==> config.mk <==
export PLATFORM = sky130hd
export DESIGN_NAME = bmw_dma_engine
export DESIGN_NICKNAME = d
export VERILOG_FILES = /design/src/rtl/bmw_pkg.sv /design/src/rtl/bmw_desc_check.sv /design/src/rtl/bmw_progress.sv /design/src/rtl/bmw_status.sv /design/src/rtl/bmw_dma_engine.sv
export SDC_FILE = /design/constraint.sdc
export NUM_CORES = 1
export LEC_CHECK = 0
export ABC_AREA = 1
export ABC_CLOCK_PERIOD_IN_PS = 4500
export BUFFER_PORTS_ARGS = -buffer_cell sky130_fd_sc_hd__buf_2
export CAP_MARGIN = 20
export CORE_ASPECT_RATIO = 0.7
export CORE_UTILIZATION = 40
export CTS_CLUSTER_DIAMETER = 80
export CTS_CLUSTER_SIZE = 10
export DETAILED_ROUTE_END_ITERATION = 10
export GPL_TIMING_DRIVEN = 0
export HOLD_SLACK_MARGIN = 0.1
export PLACE_DENSITY = 0.67
export RECOVER_POWER = 50
export SLEW_MARGIN = 10
export SYNTH_ARGS = -nofsm -noshare
export SYNTH_HDL_FRONTEND = slang
export SYNTH_HIERARCHICAL = 1
export SYNTH_SLANG_ARGS = --single-unit
==> constraint.sdc <==
create_clock -name clk -period 4.5 [get_ports clk]
set_clock_uncertainty 0.15 [all_clocks]
set_input_delay 0.225 -clock clk [delete_from_list [all_inputs] [get_ports clk]]
set_output_delay 0.225 -clock clk [all_outputs]
set_load 0.1 [all_outputs]
==> src/rtl/bmw_pkg.sv <==
// Shared constants and types for the bus-master write engine.
// Assumes byte addressing with a fixed DWORD beat.
package bmw_pkg;
    localparam int BEAT_BYTES = 4;
    localparam int ALIGN_BITS = 2;

    typedef enum logic {
        SEL_POINTER = 1'b0,
        SEL_COUNT   = 1'b1
    } reg_sel_e;
endpackage

==> src/rtl/bmw_desc_check.sv <==
// Descriptor validation: flags a descriptor as usable when the address
// and the count are both DWORD aligned and the count is nonzero.
// Purely combinational; assumes the caller qualifies it with the load strobe.
module bmw_desc_check #(
    parameter int ADDR_W = 32,
    parameter int CNT_W  = 22
) (
    input  logic [ADDR_W-1:0] addr,
    input  logic [CNT_W-1:0]  count,
    output logic              ok
);
    import bmw_pkg::*;

    // Alignment and nonzero test
    always_comb begin
        ok = (addr[ALIGN_BITS-1:0] == '0) &&
             (count[ALIGN_BITS-1:0] == '0) &&
             (count != '0);
    end
endmodule

==> src/rtl/bmw_progress.sv <==
// Transfer progress registers: the live pointer, the remaining byte count
// and the busy state. Assumes start arrives only when idle, and that beat
// is already qualified by busy. last marks the beat that empties the count.
module bmw_progress #(
    parameter int ADDR_W = 32,
    parameter int CNT_W  = 22
) (
    input  logic              clk,
    input  logic              rst_n,
    input  logic              start,
    input  logic [ADDR_W-1:0] start_addr,
    input  logic [CNT_W-1:0]  start_count,
    input  logic              beat,
    output logic [ADDR_W-1:0] addr,
    output logic [CNT_W-1:0]  count,
    output logic              busy,
    output logic              last
);
    import bmw_pkg::*;

    localparam logic [ADDR_W-1:0] ADDR_STEP = ADDR_W'(BEAT_BYTES);
    localparam logic [CNT_W-1:0]  CNT_STEP  = CNT_W'(BEAT_BYTES);

    // Last-beat detection
    always_comb begin
        last = beat && (count == CNT_STEP);
    end

    // Pointer, count and busy update
    always_ff @(posedge clk) begin
        if (!rst_n) begin
            addr  <= '0;
            count <= '0;
            busy  <= 1'b0;
        end else if (start) begin
            addr  <= start_addr;
            count <= start_count;
            busy  <= 1'b1;
        end else if (beat) begin
            addr  <= addr + ADDR_STEP;
            count <= count - CNT_STEP;
            if (last) begin
                busy <= 1'b0;
            end
        end
    end
endmodule

==> src/rtl/bmw_status.sv <==
// Status side of the engine: the sticky interrupt flag, the rejection
// flag and the captured register read data. Assumes its inputs are
// single-cycle qualified events from the top module.
module bmw_status #(
    parameter int ADDR_W = 32,
    parameter int CNT_W  = 22,
    parameter int DATA_W = 32
) (
    input  logic              clk,
    input  logic              rst_n,
    input  logic              done_evt,
    input  logic              irq_en,
    input  logic              irq_clear,
    input  logic              accept,
    input  logic              accept_ok,
    input  logic              rd,
    input  logic              sel,
    input  logic [ADDR_W-1:0] addr,
    input  logic [CNT_W-1:0]  count,
    output logic              irq,
    output logic              err,
    output logic [DATA_W-1:0] rdata
);
    import bmw_pkg::*;

    // Sticky interrupt flag; a set in the same cycle beats a clear
    always_ff @(posedge clk) begin
        if (!rst_n) begin
            irq <= 1'b0;
        end else if (done_evt && irq_en) begin
            irq <= 1'b1;
        end else if (irq_clear) begin
            irq <= 1'b0;
        end
    end

    // Rejection flag, updated by every idle load
    always_ff @(posedge clk) begin
        if (!rst_n) begin
            err <= 1'b0;
        end else if (accept) begin
            err <= !accept_ok;
        end
    end

    // Read capture at the moment of the access
    always_ff @(posedge clk) begin
        if (!rst_n) begin
            rdata <= '0;
        end else if (rd) begin
            if (reg_sel_e'(sel) == SEL_COUNT) begin
                rdata <= DATA_W'(count);
            end else begin
                rdata <= DATA_W'(addr);
            end
        end
    end
endmodule

==> src/rtl/bmw_dma_engine.sv <==
// Top of the bus-master write engine. It loads one descriptor, issues
// DWORD beats over a valid/ready port, pauses during register reads and
// flags the end of the transfer. Assumes the host side holds wr_ready
// meaningful only while wr_valid is high.
module bmw_dma_engine #(
    parameter int ADDR_W = 32,
    parameter int CNT_W  = 22,
    parameter int DATA_W = 32
) (
    input  logic              clk,
    input  logic              rst_n,
    input  logic              desc_load,
    input  logic [ADDR_W-1:0] desc_addr,
    input  logic [CNT_W-1:0]  desc_count,
    input  logic              irq_en,
    input  logic              irq_clear,
    input  logic              reg_rd,
    input  logic              reg_sel,
    output logic [DATA_W-1:0] reg_rdata,
    output logic              wr_valid,
    input  logic              wr_ready,
    output logic [ADDR_W-1:0] wr_addr,
    output logic              busy,
    output logic              irq,
    output logic              err
);
    import bmw_pkg::*;

    logic              desc_ok;
    logic              accept;
    logic              start;
    logic              beat;
    logic              last;
    logic [ADDR_W-1:0] ptr;
    logic [CNT_W-1:0]  remain;

    bmw_desc_check #(.ADDR_W(ADDR_W), .CNT_W(CNT_W)) u_check (
        .addr  (desc_addr),
        .count (desc_count),
        .ok    (desc_ok)
    );

    // Load qualification, halt on read, and beat handshake
    always_comb begin
        accept   = desc_load && !busy;
        start    = accept && desc_ok;
        wr_valid = busy && !reg_rd;
        beat     = wr_valid && wr_ready;
        wr_addr  = {ptr[ADDR_W-1:ALIGN_BITS], {ALIGN_BITS{1'b0}}};
    end

    bmw_progress #(.ADDR_W(ADDR_W), .CNT_W(CNT_W)) u_progress (
        .clk         (clk),
        .rst_n       (rst_n),
        .start       (start),
        .start_addr  (desc_addr),
        .start_count (desc_count),
        .beat        (beat),
        .addr        (ptr),
        .count       (remain),
        .busy        (busy),
        .last        (last)
    );

    bmw_status #(.ADDR_W(ADDR_W), .CNT_W(CNT_W), .DATA_W(DATA_W)) u_status (
        .clk       (clk),
        .rst_n     (rst_n),
        .done_evt  (last),
        .irq_en    (irq_en),
        .irq_clear (irq_clear),
        .accept    (accept),
        .accept_ok (desc_ok),
        .rd        (reg_rd),
        .sel       (reg_sel),
        .addr      (ptr),
        .count     (remain),
        .irq       (irq),
        .err       (err),
        .rdata     (reg_rdata)
    );
endmodule

==> After elaboration in Yosys (flattened, before gate mapping) <==
Index checks and enable logic that the tools add are counted.
{ "classes": {"addsub": 2, "n_eq_ne": 1, "muxes": 10, "n_reduce_logical": 18} }
{ "ops": {"columns": ["cell", "n"], "rows": [
  ["$mux W32", 3],
  ["$mux W22", 2],
  ["$add A32 B3 Y32 const B", 1],
  ["$eq A22 B3 Y1 const B", 1],
  ["$reduce_bool A22 Y1", 1],
  ["$sub A22 B3 Y22 const B", 1],
  ["$logic_and A1 B1 Y1", 8],
  ["$reduce_bool A2 Y1", 3],
  ["$mux W1", 5],
  ["$logic_not A2 Y1", 2],
  ["$logic_not A1 Y1", 3],
  ["$reduce_and A2 Y1", 1]
]} }
{ "word_totals": {"reg_bits": 89, "input_bits": 62, "out_inout_bits": 68, "elab_cells": 37} }

==> Logic depth before layout (Yosys ltp) <==
Gate-level depths: netlist of run 1.
{ "logic_depth": {"ltp_word": 7, "mapped_depth": 15, "ltp_nobuf": 13} }

==> Modules after synthesis <==
The synthesis of run 1 kept the hierarchy.
{ "by_module_without_submodules": {"columns": ["mod", "instances", "cells_each", "area_per_inst_um2", "seq_area_each_um2"], "rows": [
  ["bmw_progress", 1, 556, 3472.1, 1101.1],
  ["bmw_status", 1, 241, 1541.5, 680.7],
  ["bmw_desc_check", 1, 21, 93.8, 0.0],
  ["bmw_dma_engine", 1, 13, 63.8, 0.0]
]} }

==> Least setup slack after synthesis of run 1 <==
Ideal clock, no wire load.
{ "synth_timing": {"kind": "register to register", "startpoint": "register u_progress.addr[2]", "endpoint": "register u_progress.addr[16]", "setup_time_ns": 0.132, "arrival_ns": 2.138, "required_ns": 4.218, "setup_slack_ns": 2.079, "path_stages_with_launch": 8, "path_buffers": 0, "synth_period_minus_slack_ns": 2.421, "cell_sequence": "dfxtp_1 ha_1 nand3_1 nor2_2 nand3_1 xnor2_1 nand2_1 a21oi_1"} }
{ "synth_between": {"elab_chain_len": 3} }
{ "synth_rtl": {"columns": ["element", "line", "rtl"], "rows": [
  ["start, declared", "bmw_progress.sv:14", "output logic [ADDR_W-1:0] addr,"],
  ["start signal, assigned", "bmw_progress.sv:36", "addr <= start_addr;"],
  ["start signal, assigned", "bmw_progress.sv:40", "addr <= addr + ADDR_STEP;"],
  ["$add A32 B3 Y32", "bmw_progress.sv:40", null],
  ["$mux W32", "bmw_progress.sv:39", "end else if (beat) begin"],
  ["$mux W32", "bmw_progress.sv:35", "end else if (start) begin"]
]} }
Every way passes these cells. The select of a mux whose other input is x is not followed.
A chain may end at the register's enable or synchronous reset.

==> Worst setup path after layout of run 1 <==
{ "layout_timing": {"startpoint": "input port desc_addr[1]", "endpoint": "register u_progress.addr[6]"} }
{ "layout_between": {"elab_chain_len": 5, "word_cells_on_any_way": 6, "cone_classes": "1 x mux; 5 x reduce/logical"} }
{ "layout_rtl": {"columns": ["element", "line", "rtl"], "rows": [
  ["start, declared", "bmw_dma_engine.sv:13", "input logic [ADDR_W-1:0] desc_addr,"],
  ["$logic_not A2 Y1 *", "bmw_desc_check.sv:16", "ok = (addr[ALIGN_BITS-1:0] == '0) &&"],
  ["$logic_and A1 B1 Y1 *", "bmw_desc_check.sv:16", null],
  ["$logic_and A1 B1 Y1 *", "bmw_desc_check.sv:17", "(count[ALIGN_BITS-1:0] == '0) &&"],
  ["via desc_ok", "bmw_dma_engine.sv:29", "logic desc_ok;"],
  ["$logic_and A1 B1 Y1 *", "bmw_dma_engine.sv:46", "start = accept && desc_ok;"],
  ["via start", "bmw_dma_engine.sv:31", "logic start;"],
  ["$mux W32 or $reduce_bool A2 Y1 (tied branches)", null, null]
]} }
Mark *: on every way through the listed nets, which the timed path passes. The rest lies on a longest branch.

==> metrics, run 1 <==
top cells by area, synth dfxtp_1 34%, nand2_1 18%, nor2_1 9.8%, nand3_1 6.1%, inv_1 5.5%; Bufs and invs on worst path 7; CTS H-Tree Depth 3; Routed WL 18.5 mm; num rows 34; P_leak 0.00292 uW; Die Height 97.1 um; Port Buffer Count 127; first-pass GRT wire length 28.6 mm; Synth Area in Compound Gates 0.140; DRC 0; post-synth top area share 0.345; Fin Setup TNS 0 ps; CTS sink cnt 89; clk slew on worst S/H paths 70 ps; crit-path max cell delay 570 ps; Relative slew margins 0.217; sequential share of the synthesized area 0.345; Post-CTS Setup Bufs 0; XOR/XNOR share of the synthesized area 0.0305; worst hold slack 123 ps; Cell Pwr Density 280 nW/um2; Peak VDD IR 0.000211 V; critical path capture point type flop; Final Critical Period 2800 ps; HP Start desc_count[12]; Antenna diodes 0; Comb power frac 0.190; reg2reg start u_progress/count[13]; Antenna Nets Post-Route 0; CP max FO 7; Least-Margin Pin Slew 1180 ps; CP Data Required Time 4560 ps; TritonCTS clock tree done; die area 13400 um2; Setup crit start kind input port; Crit. Startpoint desc_addr[1]; pin count of the biggest net entering global routing 17; Post-Synthesis Cells 831; nets@finish 1096; sequential power share 0.432; Largest delay share family, worst path buffers and inverters; main combinational cell family by area after synthesis simple AND/OR/NAND/NOR gates; Sw Share 0.320; Clk network pwr share 0.377; net switching power 613 uW; Post-DP HPWL 13.7 mm; final worst path period share 0.623; #FFs+latches synth 89; Worst path slowest cell dlygate4sd3_1; initial antenna violation count 0; I/O pin count 130; Netlist Area Pre-Place 5170 um2; DRT iter0 DRCs 675; crit-path cells dlygate4sd3_1 -> buf_2 -> nor4_2 -> nand2_1 -> inv_1 -> inv_1 -> nor2_2 -> buf_2 -> inv_1 -> o21ai_0 -> dlygate4sd3_1 -> a21oi_1; total global-route track usage 0.280; Setup Viol. Count Final 0; Die X 138 um; via count 6198; Initial Util 0.413; total CTS buffers 9; WS Path Type input port to flop; Fmax 357 MHz; RSZ-0062 raised after global routing false; biggest area consumer among synthesized cells dfxtp_1; Synth-to-Final Area Change 32.2%; clock latency on the worst-skew pair 340 ps; critical path arrival 2860 ps; Min-Delay Path Class input port to flop; Yosys cell types 31; core area 12500 um2; Internal 1300 uW; Pre-antenna DRT Iters 5; Synth Area in Simple Gates 0.382; Final Slew Violations 0; Fin. Hold Viols 0; status finished clean; crit-path most repeated cell inv_1; Max Cap Viol 0; Avg Cell Area, Syn 6.22 um2; DR vias/cell 5.17; post-DR wirelength/cell 15.4 um; layout cells sized above 1 0.136; Clk Tree Root Cell clkbuf_16; GPL Wtd Cong 0.952; Max Buffers Root-to-Sink 2; mux share of post-synthesis cell area 0; vias in the first global route 5351; Post-Synth Adder-Cell Area 0.00726; grt ovf 0; YS warnings 6
## layout make-up
cell class / count / area, um2
buffer: 37 / 189
clock buffer: 10 / 229
clock inverter: 6 / 50.0
fill: 1311 / 5670
inverter: 78 / 293
multi-input combinational: 628 / 2900
sequential: 89 / 1780
tap: 162 / 203
timing repair buffer: 188 / 1190
## kinds of logic after synthesis
group                      Yosys count
AOI/OAI and AO/OA                  125
DFF                                 89
other                                1
adders and majority gates            3
buffers and inverters              115
and+or+nand+nor                    480
xor gates and xnor gates            18
## path summary, 6_finish.rpt
kind / to / cells after the start / slack (ps)
max: u_progress/addr[6] / 12 / 1700
max reg2reg: u_status/irq / 8 / 1890
min reg2reg: u_status/rdata[26] / 2 / 320
min: u_progress/count[12] / 3 / 120
## synthesized netlist by cell type, drive strengths merged
library cell / n
nand4: 7
a21oi: 55
xnor2: 8
o21ai: 26
nor2: 149
nand2: 254
a31oi: 8
o21bai: 1
nand3: 63
dfxtp: 89
nor3: 2
conb: 1
o22ai: 1
xor2: 10
a22oi: 34
nor4: 2
and2: 2
inv: 77
ha: 3
clkbuf: 8
and3: 1
clkinv: 1
buf: 29
## state kept, by name, summed over array words and instances, names as in the netlist
name              cells
u_progress/addr      32
u_status/irq          1
u_status/rdata       32
u_progress/busy       1
u_status/err          1
u_progress/count     22
## power groups by stage
stage / logic (uW) / clock network, uW / registers, uW
after floorplan: 132 / 0 / 947
after global placement: 321 / 0 / 846
after detailed placement: 322 / 0 / 846
after CTS: 363 / 735 / 828
after global routing: 392 / 771 / 831
final: 365 / 723 / 829
## cells in the final DEF (no fill, tap or decap), drive strengths merged
| cell type | instances |
|---|---|
| nor4 | 2 |
| clkbuf | 67 |
| conb | 2 |
| a31oi | 8 |
| clkinv | 1 |
| and3 | 1 |
| o21bai | 1 |
| nor2 | 149 |
| buf | 107 |
| clkinvlp | 2 |
| o22ai | 1 |
| nand4 | 7 |
| a22oi | 34 |
| a21oi | 55 |
| inv | 81 |
| ha | 3 |
| nand3 | 63 |
| nor3 | 2 |
| o21ai | 26 |
| xor2 | 10 |
| and2 | 2 |
| nand2 | 254 |
| xnor2 | 8 |
| dlygate4sd3 | 61 |
| dfxtp | 89 |
## through the flow
step                setup WS [ps]  instances  instance area [um2]   util  total power (uW)
floorplan                    2080        832                 5170      -              1080
global placement             2120       1121                 6010  0.481              1170
detailed placement           2120       1121                 6010  0.481              1170
CTS                          1840       1198                 6900  0.552              1930
global route                 1610       1198                 6840  0.547              1990
finish                       1700       1198                 6840  0.547              1920
## worst reg2reg max path: stages (launching register included)
cell and delay (ps):
dfxtp_1 390, nor2_1 210, nand2_1 90, nor2_1 200
nand2_1 110, nor4_1 600, nand2_1 110, a21oi_1 160
dlygate4sd3_1 550
## timing repair
item / 4_1_cts / 5_1_grt
gates resized for setup: 0 / 0
hold endpoints to repair: 55 / 0
hold buffers: 61 / 0
## routing by layer
layer	up-vias	wire length (um)	GRT usage
met5	-	0	0
met4	0	157	0.0552
met3	18	2100	0.0496
met2	320	7240	0.394
met1	2796	9010	0.438
li1	3064	-	-
(Power assumes the default switching activity.)
==> inputs of run 2 (changes only) <==
--- a/config.mk
+++ b/config.mk
@@ -5,8 +5,8 @@
 export SDC_FILE = /design/constraint.sdc
 export NUM_CORES = 1
 export LEC_CHECK = 0
-export ABC_AREA = 1
-export ABC_CLOCK_PERIOD_IN_PS = 4500
+export ABC_AREA = 0
+export ABC_CLOCK_PERIOD_IN_PS = 2350
 export BUFFER_PORTS_ARGS = -buffer_cell sky130_fd_sc_hd__buf_2
 export CAP_MARGIN = 20
 export CORE_ASPECT_RATIO = 0.7
@@ -16,7 +16,7 @@
 export DETAILED_ROUTE_END_ITERATION = 10
 export GPL_TIMING_DRIVEN = 0
 export HOLD_SLACK_MARGIN = 0.1
-export PLACE_DENSITY = 0.67
+export PLACE_DENSITY = 0.7
 export RECOVER_POWER = 50
 export SLEW_MARGIN = 10
 export SYNTH_ARGS = -nofsm -noshare
==> constraint.sdc (replaced) <==
create_clock -name clk -period 2.35 [get_ports clk]
set_clock_uncertainty 0.15 [all_clocks]
set_input_delay 0.1175 -clock clk [delete_from_list [all_inputs] [get_ports clk]]
set_output_delay 0.1175 -clock clk [all_outputs]
set_load 0.1 [all_outputs]
==> run 2 against run 1 <==
Register-to-register slack got worse by 1800 ps. Non-clock buffer count grew 16. Worst hold slack improved by 30 ps. Critical path depth is 2 lower. First-iteration DRC count fell by 35%. Cell count down 23%. Critical endpoint is now u_progress/addr[11]. Largest power group unchanged. Highest routed layer unchanged.
==> metrics, run 2 <==
worst hold slack 153 ps; critical path arrival 2410 ps; Fin. Hold Viols 0; Fin Setup TNS 0 ps; Non-Filler Instances 922; Final Slew Violations 0; Max Buffers Root-to-Sink 2; biggest area consumer among synthesized cells dfxtp_1; post-DR wirelength/cell 19.6 um; total global-route track usage 0.291; Setup crit start kind input port; vias in the first global route 5094; crit-path most repeated cell buf_2; Port Buffer Count 126; Synth-to-Final Area Change 39.8%; initial antenna violation count 0; status finished clean; grt ovf 0; crit-path max cell delay 340 ps; Die Height 92.9 um; Post-Synthesis Cells 556; Peak VDD IR 0.000409 V; Worst Hold Depth 5; crit-path cells buf_2 -> nor4_1 -> and3_1 -> a31oi_1 -> and3b_2 -> inv_1 -> clkbuf_2 -> buf_2 -> o21ai_0 -> a21oi_1; CTS H-Tree Depth 3; DRT iter0 DRCs 441; first-pass GRT wire length 27.6 mm; via count 5470; footprint of the multi-input gates 2750 um2; num rows 32; TritonCTS clock tree done; pin count of the biggest net entering global routing 15; GPL Wtd Cong 0.875; most common cell in the netlist dfxtp_1; final worst path period share 0.977; Final Critical Period 2300 ps; CP max FO 10; Reg2Reg Depth 5; #FFs+latches synth 89; core area 11300 um2; fill count 1022; Routed WL 18.1 mm; total CTS buffers 9; DRC 0; Pre-antenna DRT Iters 5; nets@finish 829; CP Data Required Time 2460 ps; die area 12300 um2; Commonest cells post-synth 89 x dfxtp_1, 52 x o21ai_0, 46 x a21oi_1; Setup Viol. Count Final 0; YS warnings 6; Least-Margin Pin Slew 1200 ps; I/O pin count 130; Worst path slowest cell nor4_1; Initial Util 0.420; sequential share of the synthesized area 0.377; Netlist Area Pre-Place 4720 um2; Avg Cell Area, Syn 8.50 um2; biggest regs u_progress/addr: 32 flops, u_status/rdata: 32 flops, u_progress/count: 22 flops; post-synth top area share 0.377; layout cells sized above 1 0.241; Fmax 435 MHz; Die X 132 um; top cells by area, synth dfxtp_1 38%, mux2i_1 6.1%, o21ai_0 5.5%, a21oi_1 4.9%, nand2_1 2.4%; most frequent cells in the layout 88 x buf_2, 62 x clkbuf_1, 61 x dlygate4sd3_1, 61 x dfxtp_1, 52 x o21ai_0; placed insts 836; clock latency on the worst-skew pair 350 ps; Antenna Nets Post-Route 0; Post-DP HPWL 12.4 mm; ys flop type dfxtp_1; Min-Delay Path Class input port to flop; clk slew on worst S/H paths 70 ps; Largest delay share family, worst path simple AND/OR/NAND/NOR gates; Relative slew margins 0.207; Post-Route Utilization 0.587; P_leak 0.00259 uW; Clk Tree Root Cell clkbuf_16; DR vias/cell 5.93; Max Cap Viol 0; Cell Pwr Density 546 nW/um2; Yosys cell types 61; post-layout worst setup margin 53.1 ps; stages on the worst setup path 10; EDFF count, synth 0; critical path capture point type flop; async set-or-reset flop fraction in the synthesized netlist 0; FF+latch area 1830 um2; Bufs and invs on worst path 4; most common cell after layout, fill and taps aside buf_2; WS Path Type input port to flop; Antenna diodes 0; Post-Place Worst Slack -698 ps; CTS sink cnt 89
run 2: per-stage QoR:
step | total power, uW | area, um2
after floorplan | 2030 | 4800
after global placement | 2180 | 5630
after detailed placement | 2200 | 5630
after CTS | 3590 | 6590
after global routing | 3700 | 6600
final | 3610 | 6600
run 2: final cells by class:
type / instances / share of cell area
multi-input cells: 417 / 0.417
flip-flops and latches: 89 / 0.278
repair buffers: 199 / 0.193
plain buffers: 42 / 0.0392
clock buffers: 11 / 0.0353
well taps: 153 / 0.0290
clock inverters: 5 / 0.00493
inverters: 6 / 0.00398
run 2: worst paths after layout:
check	from	endpoint	slack [ps]
worst min register to register	u_status/rdata[25]	u_status/rdata[25]	320
worst min-delay path	desc_addr[1]	u_status/err	150
worst max register to register	u_progress/addr[8]	u_progress/addr[24]	60
worst max-delay path	desc_count[8]	u_progress/addr[11]	50
run 2: timing repair:
action	4_1_cts	5_1_grt
endpoints found under the hold margin	62	0
pin swaps	0	6
setup endpoints to repair	48	32
hold buffers	61	0
gates cloned	0	0
gates resized for setup	17	24
setup buffers	4	8
run 2: power by group:
| group | switching (uW) | internal, uW |
|---|---|---|
| clock | 632 | 717 |
| combinational | 447 | 216 |
| sequential | 50.5 | 1540 |
| total | 1130 | 2480 |
run 2: cells by family (layout without fill, tap and decap cells):
logic type,Yosys count,after routing,share of synthesized area
muxes,29,29,0.0615
DFF,89,89,0.377
and+or+nand+nor,202,202,0.251
other,1,2,0.000794
xor gates and xnor gates,21,21,0.0389
adders and majority gates,3,3,0.00795
AOI/OAI and AO/OA,160,160,0.203
buffers and inverters,51,263,0.0599
run 2: metal layers:
layer / vias up / global-route usage / part of all wire
met3: 45 / 0.0690 / 0.10
met2: 347 / 0.442 / 0.43
met1: 2587 / 0.400 / 0.45
met4: 0 / 0.104 / 0.021
met5: - / 0 / 0
li1: 2491 / - / -
run 2: worst register-to-register path, delay by kind of cell (launching register included):
kind,cells,cell delay (ps)
flops,1,380
buf+inv,1,260
simple gates,4,1450
==> inputs of run 3 (changes only) <==
--- a/config.mk
+++ b/config.mk
@@ -16,7 +16,7 @@
 export DETAILED_ROUTE_END_ITERATION = 10
 export GPL_TIMING_DRIVEN = 0
 export HOLD_SLACK_MARGIN = 0.1
-export PLACE_DENSITY = 0.7
+export PLACE_DENSITY = 0.65
 export RECOVER_POWER = 50
 export SLEW_MARGIN = 10
 export SYNTH_ARGS = -nofsm -noshare
==> run 3 against run 2 <==
Core utilization increased by 1.1 points. Via count down 0.16%. Clock-buffer cell count decreased by 1. Critical path depth fell by 3. Wire length down 0.60%. Design area up 1.9%. First-iteration DRC count rose by 42%. Non-clock buffer count is the same. Sequential share of layout area fell by 0.54 points. Fmax down 1.7%. Power is 9.5% higher. Critical path type is now flop to flop. Critical endpoint is now u_progress/count[17].
==> metrics, run 3 (synthesis gave the netlist of run 2 again) <==
Setup crit start kind flop; most common cell after layout, fill and taps aside buf_2; layout cells sized above 1 0.242; nets@finish 829; vias in the first global route 5047; P_leak 0.00264 uW; RSZ-0062 raised after global routing true; Synth-to-Final Area Change 42.4%; CP max FO 8; status finished clean; Initial Util 0.420; critical path capture point type flop; wire length on met2 7.82 mm; Final Slew Violations 0; first-pass GRT wire length 27.6 mm; Pre-antenna DRT Iters 6; crit-path cells buf_6 -> or4_4 -> buf_6 -> or2_0 -> clkbuf_8 -> or4_1 -> a31oi_1; final worst path period share 0.994; top sig layer met4; met3 routed WL 1.98 mm; Largest delay share family, worst path simple AND/OR/NAND/NOR gates; Die Height 92.9 um; CP Data Required Time 2470 ps; Post-DP HPWL 12.3 mm; die area 12300 um2; Worst path slowest cell or4_4; Final Critical Period 2340 ps; Cell Area, Placed 5630 um2; total global-route track usage 0.295; critical path arrival 2450 ps; Crit. Startpoint u_progress/count[4]; Min-Delay Path Class input port to flop; clk slew on worst S/H paths 60 ps; crit-path most repeated cell buf_6; Fmax 428 MHz; core area 11300 um2; Fin. Hold Viols 0; CTS sink cnt 89; Bufs and invs on worst path 3; HP Start desc_addr[1]; Relative slew margins 0.208; post-route cell area 6730 um2; DRC 0; pin count of the biggest net entering global routing 15; WS Path Type flop to flop; reg2reg start u_progress/count[4]; CTS H-Tree Depth 3; Least-Margin Pin Slew 1190 ps; Die X 132 um; Max Cap Viol 0; Antenna diodes 0; Port Buffer Count 126; Cell Pwr Density 587 nW/um2; post-DR wirelength/cell 19.5 um; Peak VDD IR 0.000348 V; biggest regs u_progress/addr: 32 flops, u_status/rdata: 32 flops, u_progress/count: 22 flops; Routed WL 18.0 mm; most frequent cells in the layout 86 x buf_2, 62 x dlygate4sd3_1, 62 x dfxtp_1; TritonCTS clock tree done; Antenna Nets Post-Route 0; clock latency on the worst-skew pair 350 ps; DRT iter0 DRCs 625; Setup Viol. Count Final 0; DR vias/cell 5.93; Final Total Pwr 3950 uW; Post-Place Worst Slack -724 ps; Max Buffers Root-to-Sink 2; post-layout worst setup margin 13.5 ps; initial antenna violation count 0; I/O pin count 130; via count 5461; met1 WL 8.01 mm; Clk Tree Root Cell clkbuf_16; GPL Wtd Cong 0.877; crit-path max cell delay 530 ps; num rows 32; total CTS buffers 9; grt ovf 0
[run 3: changes by cell type in the layout (fill, tap and decap cells not counted), sizes merged]
cell	previous run	this run
bufinv	0	3
clkinv	5	2
buf	112	110
dlygate4sd3	61	62
[run 3: what timing repair did]
item                                    4_1_cts  5_1_grt
pin swaps                                     2        6
endpoints found under the setup margin       53       34
hold endpoints to repair                     66        0
resized for setup                            21       16
hold buffers                                 62        0
setup buffers                                 3        8
[run 3: cell type report]
type	count	area, um2
inverters	6	26.3
fillers	1045	4520
flip-flops and latches	89	1830
clock buffers	10	239
repair buffers	199	1290
plain buffers	42	285
well taps	153	191
multi-input cells	417	2760
clock inverters	5	104
[run 3: report_power, final]
part           leakage, uW  switching (uW)  internal [uW]
clock network     0.000169             624           1060
logic              0.00173             446            222
registers         0.000738            50.9           1540
[run 3: worst paths after layout]
check	to	slack (ps)	cells past startpoint
min	u_status/err	150	5
max	u_progress/count[17]	10	7
min reg2reg	u_status/rdata[25]	330	2
max reg2reg	u_progress/count[17]	10	7
[run 3: stage by stage]
stage          setup TNS (ps)  utilization  cells  hold slack [ps]
6_report                    0        0.598    921              150
3_3_place_gp           -29620        0.500    836              203
3_5_place_dp           -32730        0.500    836              208
4_1_cts                     0        0.592    914              113
2_1_floorplan            -353            -    557              102
5_1_grt                 -74.1        0.598    921              177
[run 3: tightest hold or removal path, delay by kind of cell]
family                 cells  cell delay, ps
buffers and inverters      1              80
AND/OR/NAND/NOR            2             220
AO/OA/AOI/OAI              2             210
[run 3: per-layer routing]
layer | vias to the layer above | GRT usage
met5 | - | 0
met4 | 0 | 0.0756
met3 | 24 | 0.0673
met2 | 346 | 0.451
met1 | 2598 | 0.414
li1 | 2493 | -
